==> src/rtl/sreg_loader_pkg.sv <==
package sreg_loader_pkg;
    localparam int WORD_W    = 18;
    localparam int RATIO_W   = 10;
    localparam int ACNT_W    = 5;
    localparam int BCNT_W    = 10;
    localparam int MIN_RATIO = 2;

    // field positions inside the shifted word
    localparam int RATIO_LSB = 1;
    localparam int TRI_BIT   = 11;
    localparam int POL_BIT   = 12;
    localparam int TEST_BIT  = 14;
    localparam int PD_BIT    = 1;
    localparam int CRST_BIT  = 2;
    localparam int ACNT_LSB  = 3;
    localparam int BCNT_LSB  = ACNT_LSB + ACNT_W;

    typedef struct packed {
        logic [RATIO_W-1:0] ratio;
        logic               tri_st;
        logic               pol;
        logic               test;
        logic               err;
    } ref_regs_t;

    typedef struct packed {
        logic [BCNT_W-1:0] bcnt;
        logic [ACNT_W-1:0] acnt;
        logic              crst;
        logic              pd;
    } fb_regs_t;

    // control word {counter reset, power-down}
    typedef enum logic [1:0] {
        CTL_RUN      = 2'b00,
        CTL_SYNC_PD  = 2'b01,
        CTL_CLEAR    = 2'b10,
        CTL_ASYNC_PD = 2'b11
    } ctl_mode_e;
endpackage

==> src/rtl/sload_shifter.sv <==
module sload_shifter
    import sreg_loader_pkg::*;
#(
    parameter int W     = WORD_W,
    parameter int SYNC  = 2
) (
    input  logic         clk,
    input  logic         rst_n,
    input  logic         ser_clk,
    input  logic         ser_data,
    input  logic         ser_le,
    output logic         ld_o,
    output logic [W-1:0] word_o
);
    localparam int TOP = SYNC - 1;

    typedef struct packed {
        logic [SYNC-1:0] ck_sync;
        logic [SYNC-1:0] dat_sync;
        logic [SYNC-1:0] le_sync;
        logic            ck_prev;
        logic            le_prev;
        logic [W-1:0]    sh;
    } shf_state_t;

    shf_state_t st_d, st_q;
    logic ck_rise, le_rise;

    always_comb begin
        st_d          = st_q;
        st_d.ck_sync  = {st_q.ck_sync[TOP-1:0],  ser_clk};
        st_d.dat_sync = {st_q.dat_sync[TOP-1:0], ser_data};
        st_d.le_sync  = {st_q.le_sync[TOP-1:0],  ser_le};
        st_d.ck_prev  = st_q.ck_sync[TOP];
        st_d.le_prev  = st_q.le_sync[TOP];
        ck_rise       = st_q.ck_sync[TOP] & ~st_q.ck_prev;
        le_rise       = st_q.le_sync[TOP] & ~st_q.le_prev;
        if (ck_rise)
            st_d.sh = {st_q.sh[W-2:0], st_q.dat_sync[TOP]};
    end

    always_ff @(posedge clk or negedge rst_n) begin
        if (!rst_n) st_q <= '0;
        else        st_q <= st_d;
    end

    assign ld_o   = le_rise;
    assign word_o = st_q.sh;


    ld_single_pulse_chk: assert property (@(posedge clk) disable iff (!rst_n)
        ld_o |=> !ld_o);

    shift_hold_chk: assert property (@(posedge clk) disable iff (!rst_n)
        !ck_rise |=> $stable(st_q.sh));
endmodule

==> src/rtl/sload_regs.sv <==
module sload_regs
    import sreg_loader_pkg::*;
(
    input  logic              clk,
    input  logic              rst_n,
    input  logic              ld_i,
    input  logic [WORD_W-1:0] word_i,
    output ref_regs_t         ref_o,
    output fb_regs_t          fb_o
);
    typedef struct packed {
        ref_regs_t r;
        fb_regs_t  f;
    } regs_state_t;

    regs_state_t st_d, st_q;
    logic [RATIO_W-1:0] new_ratio;
    logic               ign_unused;

    assign new_ratio  = word_i[RATIO_LSB +: RATIO_W];
    assign ign_unused = ^{word_i[WORD_W-1:TEST_BIT+1], word_i[TEST_BIT-1]};

    always_comb begin
        st_d = st_q;
        if (ld_i) begin
            if (word_i[0]) begin
                st_d.r.tri_st = word_i[TRI_BIT];
                st_d.r.pol    = word_i[POL_BIT];
                st_d.r.test   = word_i[TEST_BIT];
                if (new_ratio >= RATIO_W'(MIN_RATIO))
                    st_d.r.ratio = new_ratio;
                else
                    st_d.r.err = 1'b1;
            end else begin
                st_d.f.pd   = word_i[PD_BIT];
                st_d.f.crst = word_i[CRST_BIT];
                st_d.f.acnt = word_i[ACNT_LSB +: ACNT_W];
                st_d.f.bcnt = word_i[BCNT_LSB +: BCNT_W];
            end
        end
    end

    always_ff @(posedge clk or negedge rst_n) begin
        if (!rst_n) st_q <= '0;
        else        st_q <= st_d;
    end

    assign ref_o = st_q.r;
    assign fb_o  = st_q.f;


    err_sticky_chk: assert property (@(posedge clk) disable iff (!rst_n)
        st_q.r.err |=> st_q.r.err);

    ratio_legal_chk: assert property (@(posedge clk) disable iff (!rst_n)
        !$stable(st_q.r.ratio) |-> st_q.r.ratio >= RATIO_W'(MIN_RATIO));

    fb_hold_chk: assert property (@(posedge clk) disable iff (!rst_n)
        !ld_i |=> $stable(st_q.f));

    ref_hold_chk: assert property (@(posedge clk) disable iff (!rst_n)
        !ld_i |=> $stable(st_q.r));
endmodule

==> src/rtl/sload_power.sv <==
module sload_power
    import sreg_loader_pkg::*;
(
    input  logic clk,
    input  logic rst_n,
    input  logic chip_en,
    input  logic pump_busy,
    input  logic crst_i,
    input  logic pd_i,
    output logic pd_sync_o,
    output logic pd_async_o,
    output logic cnt_clear_o,
    output logic pwr_down_o
);
    typedef struct packed {
        logic sync_pd;
    } pwr_state_t;

    pwr_state_t st_d, st_q;
    ctl_mode_e  mode;

    assign mode = ctl_mode_e'({crst_i, pd_i});

    always_comb begin
        st_d         = st_q;
        st_d.sync_pd = (mode == CTL_SYNC_PD) && (st_q.sync_pd || !pump_busy);
    end

    always_ff @(posedge clk or negedge rst_n) begin
        if (!rst_n) st_q <= '0;
        else        st_q <= st_d;
    end

    assign pd_async_o  = !chip_en || (mode == CTL_ASYNC_PD);
    assign pd_sync_o   = st_q.sync_pd;
    assign pwr_down_o  = pd_async_o || pd_sync_o;
    assign cnt_clear_o = pwr_down_o || (mode == CTL_CLEAR);


    sync_after_pulse_chk: assert property (@(posedge clk) disable iff (!rst_n)
        $rose(st_q.sync_pd) |-> !$past(pump_busy));

    ce_forces_pd_chk: assert property (@(posedge clk) disable iff (!rst_n)
        !chip_en |-> (pd_async_o && cnt_clear_o));

    pd_holds_counters_chk: assert property (@(posedge clk) disable iff (!rst_n)
        pwr_down_o |-> cnt_clear_o);
endmodule

==> src/rtl/sreg_loader.sv <==
module sreg_loader
    import sreg_loader_pkg::*;
(
    input  logic               clk,
    input  logic               rst_n,
    input  logic               ser_clk,
    input  logic               ser_data,
    input  logic               ser_le,
    input  logic               chip_en,
    input  logic               pump_busy,
    output logic [RATIO_W-1:0] ref_ratio,
    output logic [ACNT_W-1:0]  a_count,
    output logic [BCNT_W-1:0]  b_count,
    output logic               pd_polarity,
    output logic               cp_tristate,
    output logic               test_mode,
    output logic               ratio_err,
    output logic               cnt_clear,
    output logic               pd_sync,
    output logic               pd_async,
    output logic               pwr_down
);
    logic              ld;
    logic [WORD_W-1:0] word;
    ref_regs_t         refr;
    fb_regs_t          fbr;

    sload_shifter #(.W(WORD_W), .SYNC(2)) u_shf (
        .clk(clk), .rst_n(rst_n), .ser_clk(ser_clk), .ser_data(ser_data),
        .ser_le(ser_le), .ld_o(ld), .word_o(word)
    );

    sload_regs u_regs (
        .clk(clk), .rst_n(rst_n), .ld_i(ld), .word_i(word),
        .ref_o(refr), .fb_o(fbr)
    );

    sload_power u_pwr (
        .clk(clk), .rst_n(rst_n), .chip_en(chip_en), .pump_busy(pump_busy),
        .crst_i(fbr.crst), .pd_i(fbr.pd), .pd_sync_o(pd_sync),
        .pd_async_o(pd_async), .cnt_clear_o(cnt_clear), .pwr_down_o(pwr_down)
    );

    assign ref_ratio   = refr.ratio;
    assign pd_polarity = refr.pol;
    assign cp_tristate = refr.tri_st;
    assign test_mode   = refr.test;
    assign ratio_err   = refr.err;
    assign a_count     = fbr.acnt;
    assign b_count     = fbr.bcnt;
endmodule

==> config.mk <==
export PLATFORM = sky130hd
export DESIGN_NAME = sreg_loader
export DESIGN_NICKNAME = d
export VERILOG_FILES = /design/src/rtl/sreg_loader_pkg.sv /design/src/rtl/sload_shifter.sv /design/src/rtl/sload_regs.sv /design/src/rtl/sload_power.sv /design/src/rtl/sreg_loader.sv
export SDC_FILE = /design/constraint.sdc
export NUM_CORES = 1
export LEC_CHECK = 0
export ABC_AREA = 1
export BUFFER_PORTS_ARGS = -buffer_cell sky130_fd_sc_hd__buf_2
export CAP_MARGIN = 20
export CORE_ASPECT_RATIO = 0.5
export CORE_UTILIZATION = 45
export CTS_CLUSTER_DIAMETER = 80
export DETAILED_ROUTE_END_ITERATION = 10
export GPL_ROUTABILITY_DRIVEN = 0
export MAX_ROUTING_LAYER = met4
export PLACE_DENSITY = 0.66
export REMOVE_ABC_BUFFERS = 1
export SKIP_LAST_GASP = 1
export SLEW_MARGIN = 20
export SYNTH_ARGS = -nofsm -noshare
export SYNTH_HDL_FRONTEND = slang
export SYNTH_HIERARCHICAL = 1
export SYNTH_SLANG_ARGS = --single-unit
==> constraint.sdc <==
create_clock -name clk -period 3.1 [get_ports clk]
set_input_delay 0.62 -clock clk [delete_from_list [all_inputs] [get_ports clk]]
set_output_delay 0.62 -clock clk [all_outputs]
set_load 0.01 [all_outputs]
# Yosys cells after proc, flatten, opt, wreduce, memory -nomap -nowiden
# Index checks and enable logic that the tools add are counted.
# totals
input_bits	7
out_inout_bits	33
ff_bits	58
elab_cells	37
# op_classes
order_cmp	1
reduce_logical	11
bitwise_logic	6
eq_ne	3
# ops
operator	count
10-bit by 2-bit greater-or-equal comparator with 1-bit output, second input constant	1
3-bit AND reduction	2
2-bit equality test, second input constant	2
1-bit logical OR	4
1-bit inverter	4
2-bit AND reduction	2
1-bit bitwise AND	2
2-bit by 1-bit equality test with 1-bit output, second input constant	1
1-bit zero test	2
1-bit logical AND	1

# Logic depth before layout (Yosys ltp)
# logic_depth
word_depth	4
ltp_mapped	8
ltp_nobuf	6

# By module
# Netlist, hierarchy kept.
# modules_own_cells
module	n_inst	cells_per_inst	seq_area_each_um2	area_each_um2
sload_regs	1	115	775.7	1278.7
sload_shifter	1	106	650.6	1101.1
sload_power	1	11	25.0	65.1

# Least setup slack after synthesis
# No wires, ideal clock.
# synth_timing
path_type	in2out
startpoint	in chip_en
endpoint	out cnt_clear
stages	1
t_required_ns	2.480
path_buffers	0
arrival_time_ns	0.727
path_slack_ns	1.753
cell_sequence	nand3_1
# synth_between
elab_chain_len	4
# synth_lines
item	line_no	text
from (decl)	sreg_loader.sv:9	input logic chip_en,
1-bit zero test	sload_power.sv:34	assign pd_async_o = !chip_en || (mode == CTL_ASYNC_PD);
1-bit logical OR	sload_power.sv:34	
1-bit logical OR	sload_power.sv:36	assign pwr_down_o = pd_async_o || pd_sync_o;
1-bit logical OR	sload_power.sv:37	assign cnt_clear_o = pwr_down_o || (mode == CTL_CLEAR);
to (decl)	sreg_loader.sv:18	output logic cnt_clear,
# No other way between the ends.

# Worst setup path in the final report
# layout_timing
startpoint	reg u_regs.st_q (netlist bit u_regs/fb_o[1])
endpoint	out pwr_down
# layout_between
elab_chain_len	3
# layout_lines
item	line_no	text
from (decl)	sload_regs.sv:16	regs_state_t st_d, st_q;
from (signal assigned)	sload_regs.sv:45	else st_q <= st_d;
2-bit equality test	sload_power.sv:34	
1-bit logical OR	sload_power.sv:34	
1-bit logical OR	sload_power.sv:36	
to (decl)	sreg_loader.sv:21	output logic pwr_down
# No other way between the ends.

==> metrics.txt <==
final core utilization=54.5%; io pins=40; Yosys top cell by area=dfrtp_1; cell family with most CP delay=flip-flops; global-route wire length before repair=7270 um; gr usage total=17.7%; Syn Inst Count=232; vias in the first global route=1514; # nets final=265; crit path time final=1650 ps; clock skew=6.90 ps; core area=5070 sq um; crit path max fanout=3; Pwr Total=0.00228 W; Worst EP arrival=1030 ps; GR Overflow Total=0; top cell type's share of synthesized area=59.4%; Crit path buffers/inverters=1; Worst path max stage delay=410 ps; H-Tree Depth=3; yosys warns=6; TNS Setup=0 ps; post-synthesis register bit count=58; Clock Tree Root=clkbuf_8; CP endpoint kind=output port; power per cell area=825 nW/um^2; final setup vio count=0; HP Class=register to register; Syn-to-layout area delta=12.9%; CTS max path bufs=2; MaxCap Viol Count=0; VDD IR max=0.340 mV; Row Count=18; Seq/Total Area, Yosys=59.4%; Antenna diodes=0; via density per instance=4.76; Pre-antenna DRT Iters=4; CTS Sinks=58; DRT Wirelength=4310 um; register area=1450 sq um; clock slew seen by the registers of the worst setup and hold paths=60 ps; multi-input logic area=721 sq um; CTS Buf Count=9; crit path cell chain=nand2_1, nand3_1, buf_2; Die Wd=106 um; status=complete, no violations; CP Class=register to output port; Final Non-Filler Cells=333; most frequent cells in the layout=nand2_1, dfrtp_1, buf_2, nand3_1, inv_1; layout cell share with drive strength beyond 1=28.9%; Post-Syn Area=2440 sq um; die height=54.1 um; cell area after layout=2760 sq um; average wire per standard cell=13.0 um; die area=5750 sq um; CP required=2480 ps; hpwl dp=2820 um; most common cell after layout, fill and taps aside=nand2_1; post-place instance area=2520 sq um; clk_lat worst skew=330 ps; placed insts=317; Port Buffers=39; crit path max-delay cell type=dfrtp_1; post-route DRC violation count=0; Antenna Violating Nets Remaining=0; Synth area leaders=dfrtp_1, nand2_1, nand3_1; worst-margin pin slew=864 ps; period utilisation layout=53.2%; pin count of the biggest net entering global routing=41; Fmax achieved=607 MHz; Resize count post-CTS=0; hold buffers post-CTS=0; final hold vios=0; RSZ-0062 raised after global routing=no; via count=1585; Cell variety after synth=21; Fillers=441; total setup buffers inserted after CTS=0; initial antenna violation count=0; Initial DRC Count=98; TritonCTS clock tree=built; Post-Syn Area per Cell=10.5 sq um; Initial Utilization=48.2%; fin. max-slew vios=0; leakage=1.53 nW; slew margin rel.=42.4%; crit path launch type=register
-- where the power goes --
group	internal, W	leakage (nW)	switching (W)	total (W)
Combinational	0.000179	0.645	0.000253	0.000432
Clock	0.000533	0.120	0.000294	0.000827
Sequential	0.000904	0.767	0.000113	0.00102
Total	0.00162	1.53	0.000660	0.00228
-- synthesized netlist by cell type, drive strengths merged --
cell	count
buf	24
clkbuf	1
dfrtp	58
inv	15
mux2	11
nand2	73
nand3	32
nor2	7
o21ai	9
o21bai	2
-- layer usage --
layer | global-route usage (%) | vias to the layer above | wire, um
met5 | - | - | 0
met4 | 5.09 | 0 | 41
met3 | 5.81 | 7 | 220
met2 | 28.7 | 39 | 1960
met1 | 21.6 | 757 | 2090
li1 | - | 782 | -
-- registers in the layout, indices dropped and copies added, names as in the netlist --
signal           cells
u_shf/st_d           5
u_shf/st_q           3
u_shf/word_o        18
u_pwr/pd_sync_o      1
u_regs/fb_o         17
u_regs/ref_o        14
-- metrics by stage --
stage               worst slack (ps)  hold slack, ps
finish                          1450             351
detailed placement              1510             336
global placement                1560             334
floorplan                       1750             324
CTS                             1430             351
global route                    1400             358
-- path summary, 6_finish.rpt --
kind                                     start         endpoint  slack [ps]  cells past startpoint
worst max register to register  u_shf/st_d[18]   u_regs/fb_o[1]        1590                      4
worst min-delay path            u_shf/st_d[25]   u_shf/st_d[19]         350                      0
max in group asynchronous                rst_n  u_regs/ref_o[5]        1930                      2
min in group asynchronous                rst_n  u_regs/fb_o[14]         400                      1
worst max-delay path            u_regs/fb_o[1]         pwr_down        1450                      3
worst min register to register  u_shf/st_d[25]   u_shf/st_d[19]         350                      0
-- area by class of cell --
cell class	count	area share (%)
clock inverter	7	4.21
tap	70	3.17
sequential	58	52.6
timing repair buffer	40	7.34
inverter	15	2.13
multi-input combinational	134	26.1
clock buffer	9	4.49
-- cells by family after synthesis --
kind of cell | synth area share [%]
AND/OR/NAND/NOR | 20.1
buffers and inverters | 11.2
AO/OA/AOI/OAI | 3.07
flip-flops | 59.4
multiplexers | 6.29
No activity file was read; power rests on OpenSTA's default activity.
